==> config.mk <==
export PLATFORM = sky130hd
export DESIGN_NAME = bl_pwm
export DESIGN_NICKNAME = d
export VERILOG_FILES = /design/src/rtl/bl_pwm.sv
export SDC_FILE = /design/constraint.sdc
export NUM_CORES = 1
export LEC_CHECK = 0
export BUFFER_PORTS_ARGS = -buffer_cell sky130_fd_sc_hd__buf_4
export CORE_ASPECT_RATIO = 2
export CORE_MARGIN = 3
export CORE_UTILIZATION = 45
export DETAILED_ROUTE_END_ITERATION = 7
export PLACE_DENSITY = 0.68
export SYNTH_ARGS = -nofsm -noshare
export SYNTH_HDL_FRONTEND = slang
export SYNTH_SLANG_ARGS = --single-unit
==> constraint.sdc <==
create_clock -name clk -period 1.9 [get_ports clk]
set_clock_uncertainty 0.05 [all_clocks]
set_input_delay 0.285 -clock clk [delete_from_list [all_inputs] [get_ports clk]]
set_output_delay 0.285 -clock clk [all_outputs]
set_load 0.02 [all_outputs]
==> src/rtl/bl_pwm.sv <==
module bl_pwm #(
  parameter int DIV_W  = 10,
  parameter int PER_W  = 12,
  parameter int HW_W   = 13,
  parameter int ADDR_W = 4,
  parameter int DATA_W = 32
) (
  input  logic              clk,
  input  logic              rst,
  input  logic [ADDR_W-1:0] bus_addr_i,
  input  logic [DATA_W-1:0] bus_wdata_i,
  input  logic              bus_we_i,
  output logic [DATA_W-1:0] bus_rdata_o,
  output logic              pwm_o
);
  localparam logic [ADDR_W-1:0] A_EN  = ADDR_W'(0);
  localparam logic [ADDR_W-1:0] A_CMT = ADDR_W'(2);
  localparam logic [ADDR_W-1:0] A_DIV = ADDR_W'(4);
  localparam logic [ADDR_W-1:0] A_WAV = ADDR_W'(5);
  localparam int DIV_LSB = 16;
  localparam int HW_LSB  = 16;
  localparam int CW = ((PER_W > HW_W) ? PER_W : HW_W) + 1;

  logic             en_q, cmt_q, pend_q;
  logic [DIV_W-1:0] stg_div, act_div, pre_cnt;
  logic [PER_W-1:0] stg_per, act_per, per_cnt;
  logic [HW_W-1:0]  stg_hw, act_hw;

  wire sel_en  = bus_we_i && (bus_addr_i == A_EN);
  wire sel_cmt = bus_we_i && (bus_addr_i == A_CMT);
  wire sel_div = bus_we_i && (bus_addr_i == A_DIV);
  wire sel_wav = bus_we_i && (bus_addr_i == A_WAV);

  wire cmt_rise = sel_cmt && bus_wdata_i[0] && !cmt_q;
  wire pre_last = (pre_cnt == act_div);
  wire per_last = (per_cnt == act_per);
  wire boundary = en_q && pre_last && per_last;
  wire load     = pend_q && (!en_q || boundary);

  always_ff @(posedge clk) begin
    if (rst) begin
      en_q    <= 1'b0;
      cmt_q   <= 1'b0;
      pend_q  <= 1'b0;
      stg_div <= '0;
      stg_per <= '0;
      stg_hw  <= '0;
      act_div <= '0;
      act_per <= '0;
      act_hw  <= '0;
    end else begin
      if (sel_en)  en_q  <= bus_wdata_i[0];
      if (sel_cmt) cmt_q <= bus_wdata_i[0];
      if (sel_div) stg_div <= bus_wdata_i[DIV_LSB +: DIV_W];
      if (sel_wav) begin
        stg_per <= bus_wdata_i[PER_W-1:0];
        stg_hw  <= bus_wdata_i[HW_LSB +: HW_W];
      end
      if (load) begin
        act_div <= stg_div;
        act_per <= stg_per;
        act_hw  <= stg_hw;
      end
      if (cmt_rise)  pend_q <= 1'b1;
      else if (load) pend_q <= 1'b0;
    end
  end

  always_ff @(posedge clk) begin
    if (rst || !en_q) begin
      pre_cnt <= '0;
      per_cnt <= '0;
    end else if (pre_last) begin
      pre_cnt <= '0;
      per_cnt <= per_last ? '0 : per_cnt + 1'b1;
    end else begin
      pre_cnt <= pre_cnt + 1'b1;
    end
  end

  assign pwm_o = en_q && (CW'(per_cnt) < CW'(act_hw));

  always_comb begin
    bus_rdata_o = '0;
    case (bus_addr_i)
      A_EN:  bus_rdata_o[0] = en_q;
      A_CMT: bus_rdata_o[0] = cmt_q;
      A_DIV: bus_rdata_o[DIV_LSB +: DIV_W] = stg_div;
      A_WAV: begin
        bus_rdata_o[PER_W-1:0]       = stg_per;
        bus_rdata_o[HW_LSB +: HW_W] = stg_hw;
      end
      default: bus_rdata_o = '0;
    endcase
  end


  idle_cnt_zero_chk: assert property (@(posedge clk) disable iff (rst)
    !en_q |=> (pre_cnt == '0 && per_cnt == '0));


  cnt_in_range_chk: assert property (@(posedge clk) disable iff (rst)
    (pre_cnt <= act_div) && (per_cnt <= act_per));


  act_change_armed_chk: assert property (@(posedge clk) disable iff (rst)
    ((act_hw != $past(act_hw)) || (act_per != $past(act_per)) ||
     (act_div != $past(act_div))) |-> $past(pend_q));


  rise_at_frame_start_chk: assert property (@(posedge clk) disable iff (rst)
    $rose(pwm_o) |-> (pre_cnt == '0 && per_cnt == '0));
endmodule

==> summary.txt, run 1 <==
CTS
  • CTS tree: built
  • Sink Count: 95
  • Clk_lat worst skew: 340 ps
  • Max Buffers Root-to-Sink: 2
  • Number of buffers created by CTS: 9
  • Worst-path clk slew: 60 ps
  • H-Tree Depth: 3
  • Clk root buf: clkbuf_16

Place
  • Placed Area: 0.00509 mm²
  • IO Port Bufs: 57
  • Gpl congestion: 0.875
  • DP HPWL: 8270 µm

Finish
  • Share of layout cells above drive strength 1: 0.248
  • Fillers: 823
  • Area grow syn2layout: 29.3%
  • # nets final: 628
  • Design Area, Final: 0.00567 mm²
  • Antenna cells: 0

Floorplan
  • Die area: 0.0110 mm²
  • Die span in x: 75.8 µm
  • Std-Cell Rows: 50
  • Initial core utilization: 0.465
  • IO Count: 72
  • Core ar.: 0.00945 mm²
  • Die H: 146 µm

Setup path
  • Critical Path AT: 1920 ps
  • Worst Setup Start Kind: register
  • Crit. End Element: output pin
  • Worst Path Required: 1560 ps
  • Crit Path Max Fanout: 2
  • WS Path Type: register to output pin

Yosys
  • Synth area leader: dfxtp_1
  • Synth Cell Area: 0.00439 mm²
  • Async S/R FF share, synth: 0
  • Synth Flop Type: dfxtp_1
  • Synthesized area per cell: 8.85 µm²
  • Top-count cell post-synth: dfxtp_1
  • Synth cell types: 38
  • Yosys warning total: 0
  • Yosys top cell area share: 0.433
  • Main area contributors after synthesis: dfxtp_1 (43%), mux2i_1 (8.7%), nand2_1 (5.9%), nor2_1 (5.5%), a21oi_1 (4.8%)
  • Cell count after synthesis: 496
  • Synth top cells by count: dfxtp_1 (95), nand2_1 (69), nor2_1 (64)
  • Seq cells post-synth: 95
  • Sequential fraction of the synthesis area: 0.433
  • EDFF count, synth: 0

Drt
  • Drt pass-1 iters: 4
  • Post-route ant nets: 0
  • Detailed router's first-iteration violation count: 247
  • Vias: 3,684
  • DRT Wirelength: 11,400 µm
  • DRC viols: 0
  • Vias/cell: 5.18
  • Wirelength per Cell: 16.1 µm

Global route
  • Initial antenna violation count: 0
  • Pin count of the biggest net entering global routing: 46
  • Vias in the first global route: 3,741
  • Global route total overflow: 0
  • First-pass GRT wire length: 18,100 µm
  • GR Util All Layers: 0.217

STA
  • RSZ-0062 raised after global routing: yes
  • Maximum achievable frequency: 443 MHz
  • Final setup margin: -359 ps
  • Final setup violating endpoints: 33
  • Crit share post-route: 1.19
  • Final Hold Fails: 0
  • Final Slew Violations: 0
  • Crit path time final: 2260 ps

Power and ir drop
  • Final Power: 0.00417 W
  • Max IR drop VDD: 611 µV
  • Pwr dens: 734 mW/mm²
  • Lkg Pwr: 2.22 nW

Status
  • Failing checks: setup timing
  • Run status: finished, violations left

Worst hold path
  • Worst Hold Class: input port to register

Job
  • # Max-Cap Violations: 0
-- metal layers --
| layer | vias up | wire (µm) | GRT usage |
|---|---|---|---|
| met5 | - | 0 | 0 |
| met4 | 0 | 568 | 0.121 |
| met3 | 31 | 363 | 0.0380 |
| met2 | 87 | 6480 | 0.397 |
| met1 | 1753 | 4010 | 0.215 |
| li1 | 1813 | - | - |
-- cell families after synthesis --
logic type,count (synthesis),synth area share
and+or+nand+nor,199,0.211
muxes,38,0.0867
DFF,95,0.433
other,1,0.000855
AOI/OAI and AO/OA,64,0.0873
buffers and inverters,48,0.0659
adders and majority gates,13,0.0371
xor gates and xnor gates,38,0.0776
-- where the power goes --
part | internal (W) | switching (W)
Sequential | 0.00200 | 0.00000990
Clock | 0.00123 | 0.000756
Combinational | 0.0000746 | 0.0000951
-- metrics by stage --
step	TNS (ps)	hold slack, ps	setup slack, ps	std cells	utilization
6_report	-4140	139	-359	711	0.601
5_1_grt	-7690	142	-461	711	0.601
4_1_cts	-6160	130	-449	708	0.588
3_5_place_dp	-2050	417	-153	687	0.539
3_3_place_gp	-556	406	-154	687	0.539
2_1_floorplan	0	371	5.15	502	-
-- critical path: stages (launching register included) --
cell	delay (ps)
dfxtp_2	330
inv_2	40
ha_4	220
a21oi_4	140
nor2b_2	50
o21ai_1	110
a21oi_1	80
or3_4	340
a21oi_4	140
buf_6	130
-- repair_timing --
action,4_1_cts,5_1_grt
setup endpoints to repair,39,40
gates cloned,2,0
setup buffers,3,6
endpoints found under the hold margin,0,0
resized for setup,18,20
pin swaps,7,14
hold buffers,0,0
-- state kept, by name, summed over array words and instances (netlist names) --
signal / cells
per_cnt: 12
en_q: 1
pend_q: 1
stg_per: 12
act_per: 12
stg_hw: 13
act_div: 10
cmt_q: 1
stg_div: 10
pre_cnt: 10
act_hw: 13
-- layout by cell type (no fill, tap or decap), types with 12 or more instances in the layout --
master	count
nand2_1	69
xor2_1	23
inv_1	13
a21oi_1	39
dfxtp_1	88
mux2i_1	35
and2_1	17
buf_4	84
nand3_1	15
xnor2_1	12
nor2_1	64
-- area by class of cell --
class	instances	area [µm²]	area share
well taps	130	163	0.0287
inverters	14	52.6	0.00926
flip-flops and latches	95	1910	0.337
clock buffers	12	256	0.0452
clock inverters	4	76.3	0.0135
repair buffers	97	855	0.151
multi-input cells	359	2360	0.416
-- final timing paths --
| path | start | to | slack [ps] | cells after the start |
|---|---|---|---|---|
| max | act_hw[6]$_SDFFE_PP0P_ | pwm_o | -360 | 9 |
| min | bus_wdata_i[6] | stg_per[6]$_SDFFE_PP0P_ | 140 | 3 |
| max reg2reg | per_cnt[6]$_SDFFE_PP0N_ | act_hw[11]$_SDFFE_PP0P_ | -170 | 10 |
| min reg2reg | stg_hw[10]$_SDFFE_PP0P_ | stg_hw[10]$_SDFFE_PP0P_ | 420 | 2 |
Power figures use the tool's default switching activity.
==> run 2: changes to the inputs <==
--- a/config.mk
+++ b/config.mk
@@ -9,7 +9,9 @@
 export CORE_ASPECT_RATIO = 2
 export CORE_MARGIN = 3
 export CORE_UTILIZATION = 45
+export CTS_BUF_LIST = sky130_fd_sc_hd__clkbuf_8 sky130_fd_sc_hd__clkbuf_16
 export DETAILED_ROUTE_END_ITERATION = 7
+export HOLD_SLACK_MARGIN = 0.06
 export PLACE_DENSITY = 0.68
 export SYNTH_ARGS = -nofsm -noshare
 export SYNTH_HDL_FRONTEND = slang
==> run 2 against run 1 <==
Against the previous run: the run still ends with setup timing left; die area unchanged; non-clock buffer count down 3; global-route usage unchanged; register-to-register slack better by 60 ps; sequential share of layout area up 0.30 points; combinational power about the same; setup slack worse by 1.2 ps; cell count down 0.42%; utilization down 0.37 points; clock power about the same; final area down 0.62%; count of clock-buffer cells in the layout down 1; critical endpoint unchanged.
==> summary.txt, run 2 (synthesized netlist as in run 1, its figures left out) <==
Power and ir drop
  • Max IR drop VDD: 610 µV (-0.17%)
  • Pwr dens: 738 mW/mm² (+0.52%)
  • Lkg Pwr: 2.20 nW (-0.88%)

CTS
  • Max Buffers Root-to-Sink: 2 (unchanged)
  • CTS tree: built
  • Clk_lat worst skew: 340 ps (about the same)
  • Sink Count: 95 (unchanged)
  • Worst-path clk slew: 60 ps (about the same)
  • Cts hold-fix bufs: 0 (unchanged)
  • Clk root buf: clkbuf_16
  • H-Tree Depth: 3 (unchanged)
  • Number of buffers created by CTS: 9 (unchanged)

Worst hold path
  • Worst Hold Class: input port to register
  • Worst Hold Launch: bus_wdata_i[6]

Setup path
  • Worst Path Required: 1560 ps (about the same)
  • R2r startpoint: per_cnt[6]$_SDFFE_PP0N_
  • Worst Setup Start Kind: register
  • Crit. End Element: output pin
  • Most used cell, CP: a21oi_4
  • WS Path Type: register to output pin
  • Critical path origin: act_hw[6]$_SDFFE_PP0P_
  • Crit Path Max Fanout: 2 (unchanged)
  • Slowest-stage cell, CP: or3_4
  • Critical Path AT: 1930 ps (about the same)
  • Family with the most delay on the worst path: compound AO/OA/AOI/OAI gates
  • Cell Chain, Critical Path: inv_2, ha_4, a21oi_4, nor2b_2, o21ai_1, a21oi_1, or3_4, a21oi_4, buf_6
  • Critical Path Max Stage Delay: 340 ps (about the same)
  • Register-to-register setup slack: -110 ps (+60 ps)
  • Buf/Inv on CP: 2 (unchanged)

Drt
  • DRC viols: 0 (unchanged)
  • Detailed router's first-iteration violation count: 216 (-13%)
  • Drt pass-1 iters: 4 (unchanged)
  • Vias/cell: 5.22 (+0.75%)
  • Vias: 3,696 (+0.33%)
  • Wirelength per Cell: 16.2 µm (+0.74%)
  • DRT Wirelength: 11,500 µm (+0.32%)
  • Post-route ant nets: 0 (unchanged)

Status
  • Failing checks: setup timing
  • Run status: finished, violations left

Place
  • Setup WS pre-CTS: -153 ps (unchanged)
  • DP HPWL: 8270 µm (unchanged)
  • IO Port Bufs: 57 (unchanged)
  • Gpl congestion: 0.875 (unchanged)
  • Placed cells: 687 (unchanged)

Floorplan
  • Initial core utilization: 0.465 (unchanged)
  • Die H: 146 µm (unchanged)
  • Core ar.: 0.00945 mm² (unchanged)
  • Die span in x: 75.8 µm (unchanged)
  • Std-Cell Rows: 50 (unchanged)
  • IO Count: 72 (unchanged)
  • Die area: 0.0110 mm² (unchanged)

Finish
  • Area grow syn2layout: 28.5%
  • # nets final: 625 (-0.48%)
  • Commonest non-fill, non-tap cell in the layout: buf_4
  • Antenna cells: 0 (unchanged)
  • Most frequent cells in the layout: buf_4 (85), dfxtp_1 (84), nand2_1 (69)
  • Share of layout cells above drive strength 1: 0.256 (+0.00821)
  • Top flop regs: act_hw: 13 flops, stg_hw: 13 flops
  • Non-filler instance count after layout: 708 (-0.42%)

STA
  • WHS: 137 ps (-1.29 ps)
  • Maximum achievable frequency: 442 MHz (about the same)
  • Final Slew Violations: 0 (unchanged)
  • Final Hold Fails: 0 (unchanged)
  • Final setup violating endpoints: 37 (+12%)
  • RSZ-0062 raised after global routing: yes
  • Final setup margin: -360 ps (-1.21 ps)
  • Crit path time final: 2260 ps (+1.21 ps)
  • Crit share post-route: 1.19 (about the same)
  • Setup TNS: -2500 ps (+1640 ps)

Global route
  • First-pass GRT wire length: 18,200 µm (+0.15%)
  • Pin count of the biggest net entering global routing: 46 (unchanged)
  • GR Util All Layers: 0.217 (unchanged)
  • Global route total overflow: 0 (unchanged)
  • Vias in the first global route: 3,746 (+0.13%)
  • Initial antenna violation count: 0 (unchanged)

Job
  • # Max-Cap Violations: 0 (unchanged)
## run 2: cell count changes in the layout (fill, tap and decap cells not counted), sizes merged
| cell | change |
|---|---|
| clkbuf | -1 |
| buf | -3 |
| inv | +1 |
## run 2: repair_timing
item                                   CTS  global route
gates resized for setup                 18            24
gates cloned                             2             0
buffers inserted                         4             2
setup endpoints to repair               39            40
endpoints found under the hold margin    0             0
pin swaps                                7            16
## run 2: worst register-to-register path, stage by stage, from the launching register on
cell and delay [ps]:
dfxtp_2 340, buf_6 130, xor2_2 140, nor4_1 220, buf_4 150, and4_1 210, a22o_4 210, buf_12 160
mux2i_2 230, nor2_1 50
## run 2: path summary, 6_finish.rpt
path | end | cells after the start
worst max-delay path | pwm_o | 9
worst min-delay path | stg_per[6]$_SDFFE_PP0P_ | 3
worst max register to register | act_hw[7]$_SDFFE_PP0P_ | 9
worst min register to register | stg_hw[10]$_SDFFE_PP0P_ | 2
## run 2: area by class of cell
cell class	count	area (µm²)
fill	827	3810
multi-input combinational	359	2380
sequential	95	1920
timing repair buffer	94	792
clock buffer	11	253
tap	130	163
clock inverter	5	80.1
inverter	14	52.6
## run 2: where the power goes
part	switching, W	internal (W)	leakage [nW]
Sequential	0.00000990	0.00200	0.771
Clock	0.000760	0.00123	0.164
Combinational	0.0000945	0.0000723	1.27
## run 2: per-stage QoR
step	total power (W)	instance area [µm²]	util
2_1_floorplan	0.00214	4420	-
6_report	0.00416	5640	0.597
3_5_place_dp	0.00222	5090	0.539
3_3_place_gp	0.00222	5090	0.539
5_1_grt	0.00428	5640	0.597
4_1_cts	0.00419	5580	0.591
## run 2: routing by layer
metal / global-route usage / routed length [µm] / part of all wire
met5: 0 / 0 / 0
met4: 0.121 / 544 / 0.047
met3: 0.0380 / 365 / 0.032
met2: 0.396 / 6580 / 0.57
met1: 0.215 / 3970 / 0.35
==> run 3: changes to the inputs <==
--- a/config.mk
+++ b/config.mk
@@ -13,6 +13,7 @@
 export DETAILED_ROUTE_END_ITERATION = 7
 export HOLD_SLACK_MARGIN = 0.06
 export PLACE_DENSITY = 0.68
+export SETUP_SLACK_MARGIN = 0.4
 export SYNTH_ARGS = -nofsm -noshare
 export SYNTH_HDL_FRONTEND = slang
 export SYNTH_SLANG_ARGS = --single-unit
==> run 3 against run 2 <==
Against the previous run: the flow still finishes with violations (setup timing); largest cell class unchanged; die area unchanged; final area rose by 17%; critical endpoint unchanged; hold slack worse by 4.0 ps; critical path depth shrank 2; non-clock buffer count up 27; combinational power increased by 53%.
==> summary.txt, run 3 (synthesized netlist as in run 1, its figures left out) <==
Setup path
  • R2r startpoint: per_cnt[7]$_SDFFE_PP0N_
  • Critical Path AT: 2080 ps (+150 ps)
  • Register-to-register setup slack: -230 ps (-120 ps)
  • Slowest-stage cell, CP: or3_4
  • Crit. End Element: output pin
  • Worst Setup Start Kind: register
  • WS Path Type: register to output pin
  • Cell Chain, Critical Path: inv_1, ha_1, o21ai_0, a21oi_1, or3_4, a21oi_4, buf_6
  • Crit Path Max Fanout: 2 (unchanged)
  • R2R depth: 9 (unchanged)
  • Worst R2R End: act_hw[12]$_SDFFE_PP0P_
  • Critical Path Max Stage Delay: 430 ps (+90 ps)
  • Worst Path Required: 1560 ps (about the same)

CTS
  • Number of buffers created by CTS: 9 (unchanged)
  • CTS tree: built
  • Cts hold-fix bufs: 0 (unchanged)
  • Clk root buf: clkbuf_16
  • Max Buffers Root-to-Sink: 2 (unchanged)
  • H-Tree Depth: 3 (unchanged)
  • Clk_lat worst skew: 350 ps (about the same)
  • Worst-path clk slew: 60 ps (about the same)
  • Sink Count: 95 (unchanged)

Power and ir drop
  • Logic gate share of total power: 0.062 (+0.022)
  • Max IR drop VDD: 612 µV (+0.34%)
  • Sequential share of power: 0.490 (+0.007)
  • Lkg Pwr: 2.67 nW (+21%)
  • Clk pwr share: 0.448 (-0.029)
  • Switch share: 0.229 (+0.0217)
  • Pwr dens: 623 mW/mm² (-16%)
  • Sw Pwr: 0.000940 W (+8.7%)
  • Int Pwr: 0.00316 W (-4.3%)

Worst hold path
  • Worst Hold Launch: bus_wdata_i[7]
  • Hold path depth: 3 (unchanged)
  • Worst Hold Class: input port to register
  • Hold EP: stg_per[7]$_SDFFE_PP0P_

Drt
  • Vias: 4,120 (+11%)
  • Detailed router's first-iteration violation count: 338 (+56%)
  • Vias/cell: 5.61 (+7.4%)
  • DRC viols: 0 (unchanged)
  • DRT Wirelength: 14,300 µm (+25%)
  • Drt pass-1 iters: 5 (+1)
  • Wirelength per Cell: 19.4 µm (+20%)
  • Post-route ant nets: 0 (unchanged)

Finish
  • Register area: 0.00193 mm² (+0.91%)
  • Area grow syn2layout: 49.8%
  • Top flop regs: act_hw: 13 flops, stg_hw: 13 flops
  • Share of layout cells above drive strength 1: 0.456 (+0.200)
  • Fillers: 635 (-23%)
  • Area of the multi-input gates: 0.00282 mm² (+18%)
  • Commonest non-fill, non-tap cell in the layout: dfxtp_1
  • # nets final: 653 (+4.5%)
  • Most frequent cells in the layout: dfxtp_1 (76), buf_4 (60), nor2_1 (47)
  • Antenna cells: 0 (unchanged)

STA
  • Worst-Margin Slew: 570 ps
  • Final setup margin: -514 ps (-154 ps)
  • Maximum achievable frequency: 414 MHz (-6.4%)
  • RSZ-0062 raised after global routing: yes
  • Final setup violating endpoints: 49 (+32%)
  • Slew headroom: 0.620
  • Crit path time final: 2410 ps (+154 ps)
  • WHS: 133 ps (-4.00 ps)
  • Setup TNS: -7710 ps (-5210 ps)
  • Final Slew Violations: 0 (unchanged)
  • Crit share post-route: 1.27 (+0.0809)
  • Final Hold Fails: 0 (unchanged)

Status
  • Failing checks: setup timing
  • Run status: finished, violations left

Global route
  • Pin count of the biggest net entering global routing: 43 (-6.5%)
  • Global route total overflow: 0 (unchanged)
  • First-pass GRT wire length: 19,700 µm (+8.5%)
  • Vias in the first global route: 4,027 (+7.5%)
  • Initial antenna violation count: 0 (unchanged)
  • GR Util All Layers: 0.235 (+0.0180)

Floorplan
  • Core ar.: 0.00945 mm² (unchanged)
  • Initial core utilization: 0.465 (unchanged)
  • Die area: 0.0110 mm² (unchanged)
  • Die H: 146 µm (unchanged)
  • IO Count: 72 (unchanged)
  • Std-Cell Rows: 50 (unchanged)
  • Die span in x: 75.8 µm (unchanged)

Job
  • # Max-Cap Violations: 0 (unchanged)

Place
  • DP HPWL: 8290 µm (+0.21%)
  • Gpl congestion: 0.862 (-1.5%)
  • IO Port Bufs: 57 (unchanged)
-- run 3: cell types whose count changed in the layout (fill, tap and decap cells not counted), moves of 17 or more --
cell     delta
nand2_4    +24
a21oi_2    +28
buf_4      -25
a21oi_1    -27
nand2_1    -27
nor2_1     -17
buf_6      +37
-- run 3: metrics by stage --
stage	instance area [µm²]	cells	setup slack [ps]	util	total power (W)
after floorplan	4470	502	21.7	-	0.00214
after global placement	5080	686	-156	0.537	0.00221
after detailed placement	5080	686	-152	0.537	0.00221
after CTS	6010	727	-433	0.637	0.00404
after global routing	6570	735	-569	0.696	0.00419
final	6570	735	-514	0.696	0.00410
-- run 3: cell type report --
class,instances,area share
clock inverters,5,0.00895
flip-flops and latches,95,0.294
multi-input cells,360,0.429
clock buffers,10,0.0364
repair buffers,121,0.198
inverters,14,0.00800
well taps,130,0.0247
-- run 3: power groups by stage --
stage	clock network (W)	registers [W]	logic, W
5_1_grt	0.00192	0.00201	0.000268
2_1_floorplan	0	0.00205	0.0000901
3_5_place_dp	0	0.00206	0.000159
6_report	0.00184	0.00201	0.000255
3_3_place_gp	0	0.00206	0.000157
4_1_cts	0.00183	0.00201	0.000199
-- run 3: timing repair --
item / CTS / global route
endpoints found under the setup margin: 84 / 113
cloned: 8 / 3
setup buffers: 18 / 5
pin swaps: 33 / 69
gates resized for setup: 107 / 124
endpoints found under the hold margin: 0 / 0
-- run 3: worst max-delay path, delay by kind of cell, from the launching register on --
kind	cells	cell delay (ps)
simple gates	1	430
fa+ha+maj	1	280
buf+inv	2	190
compound gates	3	480
flops	1	340
-- run 3: how the worst max path moves through the flow --
stage,end,depth (start not counted),start,slack (ps)
floorplan,pwm_o,7,per_cnt[6]$_SDFFE_PP0N_,20
CTS,pwm_o,9,act_hw[6]$_SDFFE_PP0P_,-430
finish,pwm_o,7,act_hw[9]$_SDFFE_PP0P_,-510
global route,pwm_o,7,act_hw[9]$_SDFFE_PP0P_,-570
detailed placement,pwm_o,9,act_hw[6]$_SDFFE_PP0P_,-150
global placement,pwm_o,9,act_hw[6]$_SDFFE_PP0P_,-160
-- run 3: routing by layer --
| metal | global-route usage | routed length [µm] | vias to the layer above |
|---|---|---|---|
| li1 | - | - | 1869 |
| met1 | 0.227 | 4690 | 2006 |
| met2 | 0.438 | 8080 | 169 |
| met3 | 0.0429 | 649 | 76 |
| met4 | 0.123 | 872 | 0 |
| met5 | 0 | 0 | - |
